<file path="src/rtl/bres_pkg.sv">
package bres_pkg;

  typedef enum logic [1:0] {
    POL_PAY     = 2'd0,
    POL_GUESS_N = 2'd1,
    POL_GUESS_T = 2'd2,
    POL_SLOT    = 2'd3
  } policy_e;

  typedef enum logic [1:0] {
    CC_RS_ZERO  = 2'd0,
    CC_RS_NZERO = 2'd1,
    CC_RS_EQ_RT = 2'd2,
    CC_RS_NE_RT = 2'd3
  } cond_e;

  // two-operand codes read the second register
  function automatic logic cond_reads_rt(input cond_e c);
    return (c == CC_RS_EQ_RT) || (c == CC_RS_NE_RT);
  endfunction

endpackage

</file>
<file path="src/rtl/brz_cond.sv">
module brz_cond
  import bres_pkg::*;
#(
  parameter int XLEN = 32
) (
  input  cond_e            cond_i,
  input  logic [XLEN-1:0]  a_i,
  input  logic [XLEN-1:0]  b_i,
  output logic             taken_o
);

  function automatic logic eval_cond(input cond_e c, input logic [XLEN-1:0] a,
                                     input logic [XLEN-1:0] b);
    logic is_zero, is_same;
    is_zero = (a == '0);
    is_same = (a == b);
    unique case (c)
      CC_RS_ZERO:  return is_zero;
      CC_RS_NZERO: return !is_zero;
      CC_RS_EQ_RT: return is_same;
      default:     return !is_same;
    endcase
  endfunction

  assign taken_o = eval_cond(cond_i, a_i, b_i);

endmodule

</file>
<file path="src/rtl/brz_target.sv">
module brz_target #(
  parameter int XLEN  = 32,
  parameter int IMM_W = 16
) (
  input  logic [XLEN-1:0]  pc_i,
  input  logic [IMM_W-1:0] imm_i,
  output logic [XLEN-1:0]  seq_o,
  output logic [XLEN-1:0]  target_o
);

  localparam int EXT_W = XLEN - IMM_W - 2;
  localparam logic [XLEN-1:0] WORD_BYTES = XLEN'(4);

  function automatic logic [XLEN-1:0] word_offset(input logic [IMM_W-1:0] imm);
    return {{EXT_W{imm[IMM_W-1]}}, imm, 2'b00};
  endfunction

  assign seq_o    = pc_i + WORD_BYTES;
  assign target_o = seq_o + word_offset(imm_i);

endmodule

</file>
<file path="src/rtl/brz_hazard.sv">
module brz_hazard
  import bres_pkg::*;
#(
  parameter int RIDX_W   = 5,
  parameter bit ZERO_REG = 1'b1
) (
  input  logic              br_req_i,
  input  cond_e             cond_i,
  input  logic [RIDX_W-1:0] rs_idx_i,
  input  logic [RIDX_W-1:0] rt_idx_i,
  input  logic              ex_wr_en_i,
  input  logic [RIDX_W-1:0] ex_wr_idx_i,
  output logic              hold_req_o
);

  logic wr_live;
  logic hit_rs, hit_rt;

  generate
    if (ZERO_REG) begin : g_zero_hard
      assign wr_live = ex_wr_en_i && (ex_wr_idx_i != '0);
    end else begin : g_zero_soft
      assign wr_live = ex_wr_en_i;
    end
  endgenerate

  assign hit_rs     = (ex_wr_idx_i == rs_idx_i);
  assign hit_rt     = cond_reads_rt(cond_i) && (ex_wr_idx_i == rt_idx_i);
  assign hold_req_o = br_req_i && wr_live && (hit_rs || hit_rt);

endmodule

</file>
<file path="src/rtl/brz_ctrl.sv">
module brz_ctrl
  import bres_pkg::*;
#(
  parameter int XLEN = 32
) (
  input  logic            clk,
  input  logic            rst_n,
  input  policy_e         policy_i,
  input  logic            br_req_i,
  input  logic            hold_req_i,
  input  logic            taken_i,
  input  logic [XLEN-1:0] target_i,
  input  logic [XLEN-1:0] id_seq_i,
  input  logic [XLEN-1:0] if_seq_i,
  input  logic [XLEN-1:0] if_pc_i,
  output logic [XLEN-1:0] next_pc_o,
  output logic            flush_o,
  output logic            hold_o,
  output logic            fix_pending_o
);

  logic            fix_q;
  logic [XLEN-1:0] fix_pc_q;
  logic            arm_fix;
  logic            resolve_ev;

  assign resolve_ev    = br_req_i && !hold_req_i && !fix_q;
  assign fix_pending_o = fix_q;

  always_comb begin
    next_pc_o = if_seq_i;
    flush_o   = 1'b0;
    hold_o    = 1'b0;
    arm_fix   = 1'b0;
    if (fix_q) begin
      next_pc_o = fix_pc_q;
      flush_o   = 1'b1;
    end else if (br_req_i && hold_req_i) begin
      hold_o    = 1'b1;
      next_pc_o = if_pc_i;
    end else if (br_req_i) begin
      unique case (policy_i)
        POL_PAY: begin
          flush_o   = 1'b1;
          next_pc_o = taken_i ? target_i : id_seq_i;
        end
        POL_GUESS_N: begin
          if (taken_i) begin
            flush_o   = 1'b1;
            next_pc_o = target_i;
          end
        end
        POL_GUESS_T: begin
          flush_o   = 1'b1;
          next_pc_o = target_i;
          arm_fix   = !taken_i;
        end
        default: begin
          next_pc_o = taken_i ? target_i : if_seq_i;
        end
      endcase
    end
  end

  always_ff @(posedge clk) begin
    if (!rst_n) begin
      fix_q    <= 1'b0;
      fix_pc_q <= '0;
    end else begin
      fix_q <= arm_fix;
      if (arm_fix) fix_pc_q <= id_seq_i;
    end
  end

  p_hold_excl_r4: assert property (@(posedge clk) disable iff (!rst_n)
    hold_o |-> !flush_o);

  p_fix_single_r9: assert property (@(posedge clk) disable iff (!rst_n)
    fix_q |=> !fix_q);

  p_fix_cause_r7: assert property (@(posedge clk) disable iff (!rst_n)
    fix_q |-> $past(resolve_ev && policy_i == POL_GUESS_T && !taken_i));

  p_slot_kept_r8: assert property (@(posedge clk) disable iff (!rst_n)
    (policy_i == POL_SLOT && !fix_q) |-> !flush_o);

  p_taken_redirect_r6: assert property (@(posedge clk) disable iff (!rst_n)
    (resolve_ev && taken_i && policy_i != POL_SLOT) |-> (next_pc_o == target_i && flush_o));

endmodule

</file>
<file path="src/rtl/branch_early_resolve.sv">
module branch_early_resolve
  import bres_pkg::*;
#(
  parameter int XLEN   = 32,
  parameter int IMM_W  = 16,
  parameter int RIDX_W = 5
) (
  input  logic              clk,
  input  logic              rst_n,
  input  logic [1:0]        policy_i,
  input  logic [XLEN-1:0]   if_pc_i,
  input  logic              id_valid_i,
  input  logic              id_is_branch_i,
  input  logic [1:0]        id_cond_i,
  input  logic [XLEN-1:0]   id_pc_i,
  input  logic [IMM_W-1:0]  id_imm_i,
  input  logic [RIDX_W-1:0] id_rs_idx_i,
  input  logic [RIDX_W-1:0] id_rt_idx_i,
  input  logic [XLEN-1:0]   id_rs_val_i,
  input  logic [XLEN-1:0]   id_rt_val_i,
  input  logic              ex_wr_en_i,
  input  logic [RIDX_W-1:0] ex_wr_idx_i,
  output logic [XLEN-1:0]   next_pc_o,
  output logic              flush_ifid_o,
  output logic              hold_fetch_o
);

  localparam logic [XLEN-1:0] WORD_BYTES = XLEN'(4);

  cond_e           cond;
  policy_e         policy;
  logic            br_req;
  logic            hold_req;
  logic            taken;
  logic [XLEN-1:0] id_seq, target, if_seq;
  logic            fix_pending;

  assign cond   = cond_e'(id_cond_i);
  assign policy = policy_e'(policy_i);
  assign br_req = id_valid_i && id_is_branch_i;
  assign if_seq = if_pc_i + WORD_BYTES;

  brz_cond #(.XLEN(XLEN)) u_cond (
    .cond_i (cond),
    .a_i    (id_rs_val_i),
    .b_i    (id_rt_val_i),
    .taken_o(taken)
  );

  brz_target #(.XLEN(XLEN), .IMM_W(IMM_W)) u_target (
    .pc_i    (id_pc_i),
    .imm_i   (id_imm_i),
    .seq_o   (id_seq),
    .target_o(target)
  );

  brz_hazard #(.RIDX_W(RIDX_W), .ZERO_REG(1'b1)) u_hazard (
    .br_req_i   (br_req),
    .cond_i     (cond),
    .rs_idx_i   (id_rs_idx_i),
    .rt_idx_i   (id_rt_idx_i),
    .ex_wr_en_i (ex_wr_en_i),
    .ex_wr_idx_i(ex_wr_idx_i),
    .hold_req_o (hold_req)
  );

  brz_ctrl #(.XLEN(XLEN)) u_ctrl (
    .clk          (clk),
    .rst_n        (rst_n),
    .policy_i     (policy),
    .br_req_i     (br_req),
    .hold_req_i   (hold_req),
    .taken_i      (taken),
    .target_i     (target),
    .id_seq_i     (id_seq),
    .if_seq_i     (if_seq),
    .if_pc_i      (if_pc_i),
    .next_pc_o    (next_pc_o),
    .flush_o      (flush_ifid_o),
    .hold_o       (hold_fetch_o),
    .fix_pending_o(fix_pending)
  );

  p_idle_seq_r10: assert property (@(posedge clk) disable iff (!rst_n)
    (!br_req && !fix_pending) |-> (next_pc_o == if_pc_i + WORD_BYTES
                                   && !flush_ifid_o && !hold_fetch_o));

  p_reg0_nohold_r4: assert property (@(posedge clk) disable iff (!rst_n)
    (ex_wr_idx_i == '0) |-> !hold_fetch_o);

endmodule

</file>
<file path="config.mk">
export PLATFORM = sky130hd
export DESIGN_NAME = branch_early_resolve
export DESIGN_NICKNAME = d
export VERILOG_FILES = /design/src/rtl/bres_pkg.sv /design/src/rtl/brz_cond.sv /design/src/rtl/brz_target.sv /design/src/rtl/brz_hazard.sv /design/src/rtl/brz_ctrl.sv /design/src/rtl/branch_early_resolve.sv
export SDC_FILE = /design/constraint.sdc
export NUM_CORES = 1
export LEC_CHECK = 0
export BUFFER_PORTS_ARGS = -buffer_cell sky130_fd_sc_hd__buf_2
export CAP_MARGIN = 10
export CORE_ASPECT_RATIO = 1.25
export CORE_MARGIN = 3
export CORE_UTILIZATION = 49
export CTS_BUF_LIST = sky130_fd_sc_hd__clkbuf_4 sky130_fd_sc_hd__clkbuf_8
export DETAILED_ROUTE_END_ITERATION = 6
export PLACE_DENSITY_LB_ADDON = 0.15
export SLEW_MARGIN = 5
export SYNTH_ARGS = -nofsm -noshare
export SYNTH_HDL_FRONTEND = slang
export SYNTH_HIERARCHICAL = 1
export SYNTH_SLANG_ARGS = --single-unit
</file>
<file path="constraint.sdc">
create_clock -name clk -period 3.75 [get_ports clk]
set_input_delay 0 -clock clk [delete_from_list [all_inputs] [get_ports clk]]
set_output_delay 0 -clock clk [all_outputs]
set_load 0.05 [all_outputs]
</file>
Word level (Yosys, flattened, before mapping). Cells that the tools add are included.

Reduce and logical (&&, ||, !) cells: 16. Add/subtract/negate cells: 3. Mux-type cells: 18. Equality and inequality tests: 8.

Operators with widths (number): $mux W32 (5); $add A32 B3 Y32 const B (2); $pmux W32 S2 (1); $add A32 B32 Y32 (1); $eq A32 B32 Y1 (1); $logic_not A32 Y1 (1); $eq A5 B5 Y1 (2); $mux W1 (10); $eq A2 B2 Y1 const B (3); $logic_and A1 B1 Y1 (6); $reduce_bool A5 Y1 (1); $eq A2 B1 Y1 const B (2); $logic_not A2 Y1 (2); $logic_not A1 Y1 (3); $pmux W1 S3 (1); $logic_or A1 B1 Y1 (2); $pmux W1 S2 (1); $reduce_or A2 Y1 (1).

Output and inout bits: 34. Input bits: 168. Flip-flop bits (word level): 33. Logic and storage cells: 47.

Logic depth before layout (Yosys ltp). Gate-level depths: netlist (run 1).

Word-level depth: 8. Mapped depth: 18. Gate-level depth less buffers: 17.

Hierarchy. Netlist (run 1), hierarchy kept.

Modules (own cells, without submodules): brz_ctrl (seq. area each 660.6 um^2, cells each 483, area an instance 3443.3 um^2, instances 1); brz_target (seq. area each 0.0 um^2, cells each 318, area an instance 2255.9 um^2, instances 1); branch_early_resolve (seq. area each 0.0 um^2, cells each 82, area an instance 571.8 um^2, instances 1); brz_cond (seq. area each 0.0 um^2, cells each 60, area an instance 455.4 um^2, instances 1); brz_hazard (seq. area each 0.0 um^2, cells each 17, area an instance 133.9 um^2, instances 1).

Least setup slack after synthesis (run 1). OpenSTA, ideal clock, no wires.

Path kind: input -> output. From: input port id_pc_i[6]. To: output port next_pc_o[30]. Stages on the path: 16. Data arrival time: 3525 ps. Buffers on the path: 1. Path slack: 225 ps. Required time: 3750 ps. Cell sequence: nand4_1 nor3_1 nor2b_1 nand4_1 xnor2_1 ha_1 clkbuf_1 a21o_1 a21o_1 a21oi_1 mux2_2 a31oi_1 o211a_1 o21ai_0 a311o_1 o211ai_1.

Cells in the longest elaborated chain, start to end: 7. Elaborated cells between the ends (all ways): 8. Classes of those cells: add/sub (2); mux (6).

RTL lines: start, declared (line branch_early_resolve.sv:15) `input logic [XLEN-1:0] id_pc_i,`; $add A32 B3 Y32 (*) (line brz_target.sv:18) `assign seq_o = pc_i + WORD_BYTES;`; via id_seq[27] (line branch_early_resolve.sv:35) `logic [XLEN-1:0] id_seq, target, if_seq;`; $add A32 B32 Y32 (*) (line brz_target.sv:19) `assign target_o = seq_o + word_offset(imm_i);`; via target[30] (line branch_early_resolve.sv:35); $mux W32, on equally long branches (line brz_ctrl.sv:48, brz_ctrl.sv:59, brz_ctrl.sv:45); $pmux W32 S2 (*) (line brz_ctrl.sv:42) `unique case (policy_i)`; $mux W32 (*) (line brz_ctrl.sv:41) `end else if (br_req_i) begin`; $mux W32 (*) (line brz_ctrl.sv:38) `end else if (br_req_i && hold_req_i) begin`; $mux W32 (*) (line brz_ctrl.sv:35) `if (fix_q) begin`; end, declared (line branch_early_resolve.sv:23) `output logic [XLEN-1:0] next_pc_o,`.

The timed path passes the listed nets; every way through them passes the cells marked *.

Worst setup path after layout (run 1).
From: input port id_pc_i[3]. To: output port next_pc_o[30].

The elaborated chain is that of the path after synthesis.

==> flow_metrics.py, run 1 <==
metrics = {
    "route": {
        "post-route-drc-count": 0,
        "drt-wirelength-per-cell_um": 18.44,
        "antenna_left": 0,
        "drt_iter0_markers": 547,
        "vias_per_cell": 6.141,
        "1st_pass_router_iterations": 6,
        "route.vias.total": 8204,
        "wl_um": 24640,
    },
    "worst_setup_path": {
        "crit_path_cell_trace": "buf_8 -> buf_6 -> nand4_1 -> nor3_2 -> buf_4 -> nor2b_4 -> buf_6 -> nand4_1 -> xnor2_2 -> ha_4 -> buf_4 -> nand2_1 -> nor2_2 -> a2111oi_4 -> nor3_4 -> or4b_1 -> o211a_1 -> o21ai_1 -> a311o_1 -> o211ai_1 -> buf_4",
        "crit_type": "in2out",
        "rr_endpoint": "u_ctrl/fix_pc_q[10]$_SDFFE_PN0P_",
        "ff2ff_setup_slack_ns": 1.91,
        "cpMaxStageDelayCell": "or4b_1",
        "crit_path_frequent_cell": "buf_4",
        "max_stage_delay_ns": 0.55,
        "timing.critical_path.required_ns": 3.75,
        "cp_top_family": "simple AND/OR/NAND/NOR gates",
        "critical_path.reg2reg.startpoint": "u_ctrl/fix_pending_o$_SDFF_PN0_",
        "timing.critical_path.from_type": "input port",
        "critical_path_buf_inv_count": 6,
        "critical_path_peak_fanout": 5,
        "cp_data_arrival_time_ns": 3.75,
        "rr_worst_depth": 6,
        "setup.worst_path.end_class": "output pin",
    },
    "sta": {
        "rsz_0062_raised_after_global_routing": "yes",
        "min_period_ns": 3.747,
        "tns_ns": 0,
        "setup-violations-final": 0,
        "period_share": 0.9992,
        "worst_slew_pin_tran_ns": 0.8429,
        "hold_viol_final": 0,
        "slack_of_the_critical_path_ns": 0.003092,
        "relative_slew_slack": 0.4381,
        "skew_ns": 0.01044,
        "slew_viol_final": 0,
        "peak_freq_ghz": 0.2669,
    },
    "grt": {
        "grt_pass1_vias": 7924,
        "grt_start_max_net_pins": 69,
        "overall_track_demand_over_capacity_in_global_routing": 0.3000,
        "antenna_violations_before_repair": 0,
        "grt_overflow": 0,
        "first_pass_grt_wire_length_um": 38910,
    },
    "synth": {
        "yosys-top-cells-area": "dfxtp_1, xnor2_1, nand2_1, xor2_1, a21oi_1",
        "synth_top_area_frac": 0.09630,
        "postSynthRegisterBits": 33,
        "syn_nets": 1163,
        "top_ff_cell_synth": "dfxtp_1",
        "netlist_area_um2": 6860,
        "yosysSeqAreaShare": 0.09630,
        "synthesized_area_per_cell_um2": 7.146,
        "ys_async_sr_fraction": 0,
        "synthesis.instances": 960,
        "area_leader_netlist": "dfxtp_1",
        "number_of_enable_flip_flop_cells_after_synthesis": 0,
        "ys.warnings.count": 6,
        "netlist-cell-type-count": 69,
    },
    "placement": {
        "detailed_place.area_um2": 8079,
        "estimated_wirelength_of_the_detail_placed_design_um": 18190,
        "input_output_buffers": 201,
        "dp_worst_setup_slack_ns": -0.04867,
        "gp_routability_congestion": 0.9170,
    },
    "layout": {
        "layout.cell_area.non_filler_um2": 8522,
        "drive_gt1_frac": 0.3064,
        "layout.filler_cells": 1303,
        "layout-area-overhead-vs-synth_pct": 24.22,
        "n_antenna_cell": 0,
        "finalNetCount": 1367,
    },
    "clock_network": {
        "cts.htree.levels": 2,
        "clock_path_buffers": 2,
        "clk_latency_worst_skew_pair_ns": 0.33,
        "cts_num_sinks": 33,
        "worst_setup_hold_path_clk_slew_ns": 0.08,
        "cts_tree": "built",
        "ctsRootBufferMaster": "clkbuf_8",
        "cts-buffers-inserted": 5,
    },
    "floorplan": {
        "row_count": 47,
        "ioPinCount": 202,
        "core-area_um2": 13470,
        "chipWidth_um": 111.8,
        "die_y_um": 138.3,
        "starting_density_of_the_core": 0.5094,
        "die_area_um2": 15470,
    },
    "hold_path": {
        "worstHoldPathCells": 4,
        "worst_hold_path_type": "in2reg",
        "worstHoldStart": "id_pc_i[17]",
        "worstHoldEndpoint": "u_ctrl/fix_pc_q[17]$_SDFFE_PN0P_",
    },
    "outcome": {
        "status": "finished clean",
    },
    "power": {
        "netSwitchingFraction": 0.4624,
        "power_frac_clock": 0.178,
        "seqPwrFrac": 0.188,
        "internal_power_uw": 1011,
        "power_leakage_uw": 0.003330,
        "power_density_of_the_placed_cells_nw_per_um2": 220.7,
        "switchingPower_uw": 869.6,
        "peakVddDrop_mv": 0.1354,
        "combPwrFrac": 0.634,
    },
    "run": {
        "max_cap_viols": 0,
    },
}
-- metrics by stage --
step,total power (µW),hold slack (ns),util,cells
3_3_place_gp,1475,0.2773,0.5999,1321
4_1_cts,1819,0.05004,0.6097,1331
5_1_grt,1992,0.05169,0.6328,1336
2_1_floorplan,1142,0.1538,-,960
3_5_place_dp,1482,0.2918,0.5999,1321
6_report,1881,0.03234,0.6328,1336
-- layout by cell type (no fill, tap or decap), types with 27 or more instances in the layout --
master,n
buf_2,193
nand4_1,30
ha_1,27
xor2_1,55
o22ai_1,33
o211ai_1,34
o21ai_0,43
nand2_1,143
nand3_1,28
nor2_1,29
and2_1,36
a21boi_1,29
xnor2_1,60
a21oi_1,86
dfxtp_1,32
buf_4,61
-- worst max-delay path by stage --
stage	start	endpoint	cells past startpoint
6_report	id_pc_i[3]	next_pc_o[30]	21
5_1_grt	id_pc_i[3]	next_pc_o[30]	20
2_1_floorplan	id_pc_i[6]	next_pc_o[30]	16
3_3_place_gp	id_pc_i[2]	next_pc_o[30]	19
3_5_place_dp	id_pc_i[3]	next_pc_o[30]	19
4_1_cts	id_pc_i[3]	next_pc_o[30]	20
-- tightest hold or removal path, stage by stage --
cell	delay, ns
buf_2	0.11
xnor2_2	0.10
nand2_1	0.06
a21boi_1	0.05
-- state kept, by name (all words and copies together) (netlist names) --
signal	cells
u_ctrl/fix_pc_q	32
u_ctrl/fix_pending_o	1
-- kinds of logic (layout without fill, tap and decap cells) --
kind of cell | count (synthesis) | after routing | share of synthesized area
AO/OA/AOI/OAI | 315 | 315 | 0.3124
XOR/XNOR | 125 | 125 | 0.1596
adder cells (fa/ha/maj) | 35 | 35 | 0.06493
buffers and inverters | 76 | 281 | 0.06912
flip-flops | 33 | 33 | 0.09630
multiplexers | 1 | 1 | 0.001641
AND/OR/NAND/NOR | 375 | 375 | 0.2960
-- power groups by stage --
stage	combinational (µW)	sequential, µW	clock [µW]
floorplan	780	362	0
global placement	1110	362	0
detailed placement	1120	362	0
CTS	1130	354	338
global route	1280	354	354
finish	1190	354	335
-- cells in the mapped netlist (all sizes together) (12+ instances only) --
| cell type | number |
|---|---|
| a21boi | 32 |
| o21ai | 50 |
| nor2 | 33 |
| nand2 | 143 |
| nor3b | 31 |
| o22ai | 33 |
| a21oi | 94 |
| nand3 | 30 |
| xor2 | 57 |
| clkbuf | 26 |
| ha | 34 |
| nand4 | 31 |
| a22oi | 33 |
| and2 | 38 |
| nor4 | 17 |
| o211ai | 35 |
| buf | 41 |
| dfxtp | 33 |
| xnor2 | 68 |
| nor3 | 12 |
-- per-layer routing --
layer	global-route usage	wire length [µm]	vias up
met3	0.05026	1970	70
met2	0.5376	12250	409
met4	0.1108	789	0
met5	0	0	-
li1	-	-	3939
met1	0.3556	9635	3786
-- area by class of cell --
cell class	count	area, µm²	area share
Multi-Input combinational cell	851	5984	0.7022
Timing Repair Buffer	264	1526	0.1791
Sequential cell	33	661.9	0.07767
Tap cell	171	214.0	0.02511
Clock buffer	7	96.34	0.01131
Inverter	9	33.78	0.003964
Clock inverter	1	5.005	0.0005873
-- timing repair --
item	in CTS	in global routing
resized for setup	2	60
pin swaps	0	22
setup buffers	0	5
setup endpoints to repair	1	10
gates cloned	0	0
endpoints found under the hold margin	2	0
hold buffers	2	0
Power figures use the tool's default switching activity.
==> inputs of run 2 (changes only) <==
--- a/config.mk
+++ b/config.mk
@@ -13,6 +13,7 @@
 export CTS_BUF_LIST = sky130_fd_sc_hd__clkbuf_4 sky130_fd_sc_hd__clkbuf_8
 export DETAILED_ROUTE_END_ITERATION = 6
 export PLACE_DENSITY_LB_ADDON = 0.15
+export RECOVER_POWER = 100
 export SLEW_MARGIN = 5
 export SYNTH_ARGS = -nofsm -noshare
 export SYNTH_HDL_FRONTEND = slang
==> run 2 against run 1 <==
Effect of this change:
- die area did not move
- critical endpoint unchanged
- count of clock-buffer cells in the layout unchanged
- the flow now finishes with violations (capacitance limit, slew limit)
- critical path depth stayed put
- utilization down 0.074 points
- combinational power about the same
- power fell by 0.20%
==> flow_metrics.py, run 2 (same netlist as run 1, synthesis figures left out) <==
metrics = {
    "placement": {
        "gp_routability_congestion": 0.9170,
        "dp_worst_setup_slack_ns": -0.04867,
        "input_output_buffers": 201,
        "placed_cells_incl_taps": 1321,
        "estimated_wirelength_of_the_detail_placed_design_um": 18190,
    },
    "floorplan": {
        "chipWidth_um": 111.8,
        "core-area_um2": 13470,
        "die_area_um2": 15470,
        "ioPinCount": 202,
        "die_y_um": 138.3,
        "starting_density_of_the_core": 0.5094,
        "row_count": 47,
    },
    "sta": {
        "tns_ns": 0,
        "slew_viol_final": 34,
        "skew_ns": 0.01146,
        "hold_viol_final": 0,
        "worst_slew_pin_tran_ns": 1.707,
        "period_share": 0.9922,
        "peak_freq_ghz": 0.2688,
        "slack_of_the_critical_path_ns": 0.02929,
        "rsz_0062_raised_after_global_routing": "yes",
        "min_period_ns": 3.721,
        "relative_slew_slack": -0.1379,
        "setup-violations-final": 0,
    },
    "outcome": {
        "violations": "capacitance limit, slew limit",
        "status": "finished, violations left",
    },
    "worst_setup_path": {
        "crit_path_cell_trace": "buf_8 -> buf_6 -> nand4_1 -> nor3_2 -> buf_4 -> nor2b_4 -> buf_6 -> nand4_1 -> xnor2_2 -> ha_4 -> buf_4 -> nand2_1 -> nor2_2 -> a2111oi_4 -> nor3_4 -> or4b_1 -> o211a_1 -> o21ai_1 -> a311o_1 -> o211ai_1 -> buf_4",
        "timing.critical_path.from_type": "input port",
        "crit_type": "in2out",
        "setup.worst_path.end_class": "output pin",
        "critical_path_buf_inv_count": 6,
        "cp_data_arrival_time_ns": 3.72,
        "critical_path_peak_fanout": 5,
        "cp_top_family": "simple AND/OR/NAND/NOR gates",
        "critical_path.reg2reg.startpoint": "u_ctrl/fix_pending_o$_SDFF_PN0_",
        "max_stage_delay_ns": 0.53,
        "timing.critical_path.required_ns": 3.75,
        "crit_path_frequent_cell": "buf_4",
        "ff2ff_setup_slack_ns": 1.06,
        "rr_worst_depth": 6,
        "cpMaxStageDelayCell": "or4b_1",
        "rr_endpoint": "u_ctrl/fix_pc_q[19]$_SDFFE_PN0P_",
    },
    "route": {
        "drt_iter0_markers": 525,
        "wl_um": 24580,
        "1st_pass_router_iterations": 5,
        "post-route-drc-count": 0,
        "route.vias.total": 8178,
        "vias_per_cell": 6.121,
        "drt-wirelength-per-cell_um": 18.40,
        "antenna_left": 0,
    },
    "layout": {
        "n_antenna_cell": 0,
        "multiInputGateArea_um2": 5984,
        "layout-area-overhead-vs-synth_pct": 24.07,
        "layout.filler_cells": 1304,
        "ff_latch_area_um2": 661.9,
        "number_of_flip_flops_under_the_largest_register_name": 32,
        "instances_no_fill": 1336,
        "final_cell_mix": "buf_2, nand2_1, a21oi_1",
        "commonest_non_fill_non_tap_cell_in_the_layout": "buf_2",
        "fin_util": 0.6321,
        "largest_register": "u_ctrl/fix_pc_q",
        "drive_gt1_frac": 0.3047,
        "finalNetCount": 1367,
    },
    "clock_network": {
        "cts_tree": "built",
        "ctsRootBufferMaster": "clkbuf_8",
        "clk_latency_worst_skew_pair_ns": 0.33,
        "clock_path_buffers": 2,
        "cts_num_sinks": 33,
        "worst_setup_hold_path_clk_slew_ns": 0.08,
        "cts-buffers-inserted": 5,
        "cts.htree.levels": 2,
    },
    "power": {
        "power_frac_clock": 0.178,
        "power_density_of_the_placed_cells_nw_per_um2": 220.5,
        "combPwrFrac": 0.634,
        "total_power_uw": 1877,
        "netSwitchingFraction": 0.4627,
        "switchingPower_uw": 868.4,
        "seqPwrFrac": 0.189,
        "power_leakage_uw": 0.003312,
        "internal_power_uw": 1008,
        "peakVddDrop_mv": 0.1357,
    },
    "hold_path": {
        "worstHoldStart": "id_pc_i[17]",
        "worstHoldPathCells": 4,
        "worst_hold_path_type": "in2reg",
        "worstHoldEndpoint": "u_ctrl/fix_pc_q[17]$_SDFFE_PN0P_",
    },
    "grt": {
        "grt_overflow": 0,
        "antenna_violations_before_repair": 0,
        "overall_track_demand_over_capacity_in_global_routing": 0.3000,
        "grt_pass1_vias": 7924,
        "first_pass_grt_wire_length_um": 38910,
        "grt_start_max_net_pins": 69,
    },
    "run": {
        "max_cap_viols": 1,
    },
}
-- run 2: cell types whose count changed in the layout (fill, tap and decap cells not counted), sizes merged --
cell / before / now
buf: 259 / 231
clkbuf: 10 / 38
-- run 2: tightest hold or removal path: cells and delay by family --
family	cells	cell delay (ns)
AOI/OAI and AO/OA	1	0.05
and+or+nand+nor	1	0.07
xor gates and xnor gates	1	0.10
buffers and inverters	1	0.11
-- run 2: what timing repair did --
action | in CTS | in global routing
setup endpoints to repair | 1 | 10
endpoints found under the hold margin | 2 | 0
buffers inserted | 0 | 5
hold buffers | 2 | 0
pin swaps | 0 | 22
gates resized for setup | 2 | 60
-- run 2: per-stage QoR --
stage,cell area [µm²],hold slack (ns)
floorplan,6860,0.1538
global placement,8079,0.2773
detailed placement,8079,0.2918
CTS,8210,0.05004
global route,8512,0.05169
finish,8512,0.03553
-- run 2: layout make-up --
class | count | share of cell area
well taps | 171 | 0.02514
flip-flops and latches | 33 | 0.07776
multi-input cells | 851 | 0.7031
clock buffers | 7 | 0.01132
inverters | 9 | 0.003969
repair buffers | 264 | 0.1782
clock inverters | 1 | 0.0005880
-- run 2: routing by layer --
| metal | track usage | wire length, µm | up-vias |
|---|---|---|---|
| met1 | 0.3556 | 9756 | 3806 |
| met2 | 0.5376 | 12260 | 365 |
| met5 | 0 | 0 | - |
| met4 | 0.1108 | 801 | 0 |
| li1 | - | - | 3939 |
| met3 | 0.05026 | 1767 | 68 |
-- run 2: worst max-delay path by stage --
stage / start / end / cells past startpoint
after floorplan: id_pc_i[6] / next_pc_o[30] / 16
after global placement: id_pc_i[2] / next_pc_o[30] / 19
after detailed placement: id_pc_i[3] / next_pc_o[30] / 19
after CTS: id_pc_i[3] / next_pc_o[30] / 20
after global routing: id_pc_i[3] / next_pc_o[30] / 20
final: id_pc_i[3] / next_pc_o[30] / 21
-- run 2: power groups by stage --
stage	Sequential, µW	Clock (µW)	Combinational (µW)
4_1_cts	354	338	1130
3_5_place_dp	362	0	1120
5_1_grt	354	354	1280
3_3_place_gp	362	0	1110
2_1_floorplan	362	0	780
6_report	354	333	1190
==> inputs of run 3 (changes only) <==
--- a/config.mk
+++ b/config.mk
@@ -12,7 +12,7 @@
 export CORE_UTILIZATION = 49
 export CTS_BUF_LIST = sky130_fd_sc_hd__clkbuf_4 sky130_fd_sc_hd__clkbuf_8
 export DETAILED_ROUTE_END_ITERATION = 6
-export PLACE_DENSITY_LB_ADDON = 0.15
+export PLACE_DENSITY = 0.76
 export RECOVER_POWER = 100
 export SLEW_MARGIN = 5
 export SYNTH_ARGS = -nofsm -noshare
==> run 3 against run 2 <==
Effect of this change:
- power decreased by 0.19%
- die area unchanged
- the run now ends clean
- critical path type unchanged
- wire length shrank 1.4%
- global-route usage decreased by 0.68 points
- final area fell by 1.0%
==> flow_metrics.py, run 3 (same netlist as run 1, synthesis figures left out) <==
metrics = {
    "outcome": {
        "status": "finished clean",
    },
    "route": {
        "drt_iter0_markers": 582,
        "1st_pass_router_iterations": 5,
        "wl_um": 24240,
        "post-route-drc-count": 0,
        "route.vias.total": 8180,
        "antenna_left": 0,
        "vias_per_cell": 6.118,
        "drt-wirelength-per-cell_um": 18.13,
    },
    "power": {
        "total_power_uw": 1873,
        "peakVddDrop_mv": 0.1592,
        "power_density_of_the_placed_cells_nw_per_um2": 222.3,
        "netSwitchingFraction": 0.4639,
        "seqPwrFrac": 0.189,
        "combPwrFrac": 0.631,
        "power_frac_clock": 0.180,
        "switchingPower_uw": 868.9,
        "power_leakage_uw": 0.003291,
        "internal_power_uw": 1004,
    },
    "clock_network": {
        "cts_tree": "built",
        "ctsRootBufferMaster": "clkbuf_8",
        "clk_latency_worst_skew_pair_ns": 0.31,
        "cts_num_sinks": 33,
        "cts-buffers-inserted": 5,
        "clock_path_buffers": 2,
        "cts.htree.levels": 2,
        "worst_setup_hold_path_clk_slew_ns": 0.08,
    },
    "sta": {
        "slew_viol_final": 0,
        "min_period_ns": 3.582,
        "setup-violations-final": 0,
        "hold_viol_final": 0,
        "relative_slew_slack": 0.3257,
        "worst_slew_pin_tran_ns": 1.011,
        "slack_of_the_critical_path_ns": 0.1684,
        "skew_ns": 0.008045,
        "period_share": 0.9551,
        "hold-worst-slack_ns": 0.09109,
        "rsz_0062_raised_after_global_routing": "yes",
        "peak_freq_ghz": 0.2792,
    },
    "grt": {
        "grt_overflow": 0,
        "globalRouteMet2Util": 0.5130,
        "grt_start_max_net_pins": 69,
        "grtUsageMet1": 0.3653,
        "grt_pass1_vias": 7985,
        "grt.met3_usage": 0.04327,
        "grt_busiest_layer": "met2",
        "antenna_violations_before_repair": 2,
        "overall_track_demand_over_capacity_in_global_routing": 0.2932,
        "first_pass_grt_wire_length_um": 38620,
    },
    "layout": {
        "commonest_non_fill_non_tap_cell_in_the_layout": "buf_2",
        "number_of_flip_flops_under_the_largest_register_name": 32,
        "layout-area-overhead-vs-synth_pct": 22.82,
        "final_cell_mix": "buf_2, nand2_1, a21oi_1",
        "largest_register": "u_ctrl/fix_pc_q",
        "finalNetCount": 1367,
        "drive_gt1_frac": 0.2987,
        "instances_no_fill": 1337,
    },
    "placement": {
        "gp_routability_congestion": 0.9455,
        "input_output_buffers": 201,
        "dp_worst_setup_slack_ns": 0.03178,
        "placed_cells_incl_taps": 1324,
        "estimated_wirelength_of_the_detail_placed_design_um": 18400,
    },
    "floorplan": {
        "ioPinCount": 202,
        "core-area_um2": 13470,
        "starting_density_of_the_core": 0.5094,
        "die_y_um": 138.3,
        "row_count": 47,
        "chipWidth_um": 111.8,
        "die_area_um2": 15470,
    },
    "run": {
        "max_cap_viols": 0,
    },
    "worst_setup_path": {
        "setup.worst_path.end_class": "output pin",
        "crit_type": "in2out",
        "timing.critical_path.from_type": "input port",
        "timing.critical_path.required_ns": 3.75,
        "cp_data_arrival_time_ns": 3.58,
        "critical_path_peak_fanout": 5,
    },
    "hold_path": {
        "worst_hold_path_type": "in2reg",
    },
}
==> run 3: metrics by stage <==
stage	util	TNS (ns)	area, µm²
2_1_floorplan	-	0	6860
3_3_place_gp	0.6025	0	8114
3_5_place_dp	0.6025	0	8114
4_1_cts	0.6115	0	8235
5_1_grt	0.6257	-0.1205	8426
6_report	0.6257	0	8426
==> run 3: repair_timing <==
| item | in CTS | in global routing |
|---|---|---|
| hold buffers | 2 | 0 |
| hold endpoints to repair | 2 | 0 |
| setup endpoints to repair | 0 | 11 |
| buffers inserted | 0 | 2 |
| gates resized for setup | 0 | 43 |
==> run 3: area by class of cell <==
type	count	area, µm²
Timing Repair Buffer	264	1505
Sequential cell	33	661.9
Antenna cell	1	2.502
Fill cell	1295	5041
Inverter	9	33.78
Tap cell	171	214.0
Multi-Input combinational cell	851	5907
Clock buffer	7	96.34
Clock inverter	1	5.005
==> run 3: worst paths after layout <==
check / from / endpoint / slack [ns] / depth (start not counted)
min reg2reg: u_ctrl/fix_pc_q[23]$_SDFFE_PN0P_ / u_ctrl/fix_pc_q[23]$_SDFFE_PN0P_ / 0.45 / 2
max reg2reg: u_ctrl/fix_pending_o$_SDFF_PN0_ / u_ctrl/fix_pc_q[1]$_SDFFE_PN0P_ / 1.55 / 6
max: id_pc_i[2] / next_pc_o[30] / 0.17 / 21
min: id_pc_i[16] / u_ctrl/fix_pc_q[16]$_SDFFE_PN0P_ / 0.09 / 4
==> run 3: power by group through the flow <==
stage / clock network (µW) / logic [µW] / registers (µW)
finish: 336 / 1180 / 354
global route: 356 / 1270 / 354
CTS: 338 / 1140 / 354
detailed placement: 0 / 1130 / 362
global placement: 0 / 1120 / 362
floorplan: 0 / 780 / 362
==> run 3: critical path: stages <==
cell and delay (ns):
buf_2 0.09, buf_4 0.12, ha_2 0.18, nand3_1 0.13, nor2_2 0.17, nand3_2 0.14, nor2_1 0.11, buf_4 0.16
nand3_1 0.10, xnor2_1 0.16, ha_2 0.21, a21o_1 0.19, a21o_1 0.19, a21oi_2 0.18, mux2_2 0.34, a31oi_1 0.14
o211a_1 0.18, o21ai_0 0.09, a311o_1 0.36, o211ai_1 0.08, buf_4 0.23
==> run 3: metal layers <==
layer / up-vias / wire, µm
li1: 3939 / -
met2: 391 / 12070
met5: - / 7
met1: 3784 / 9627
met3: 64 / 1946
met4: 2 / 596
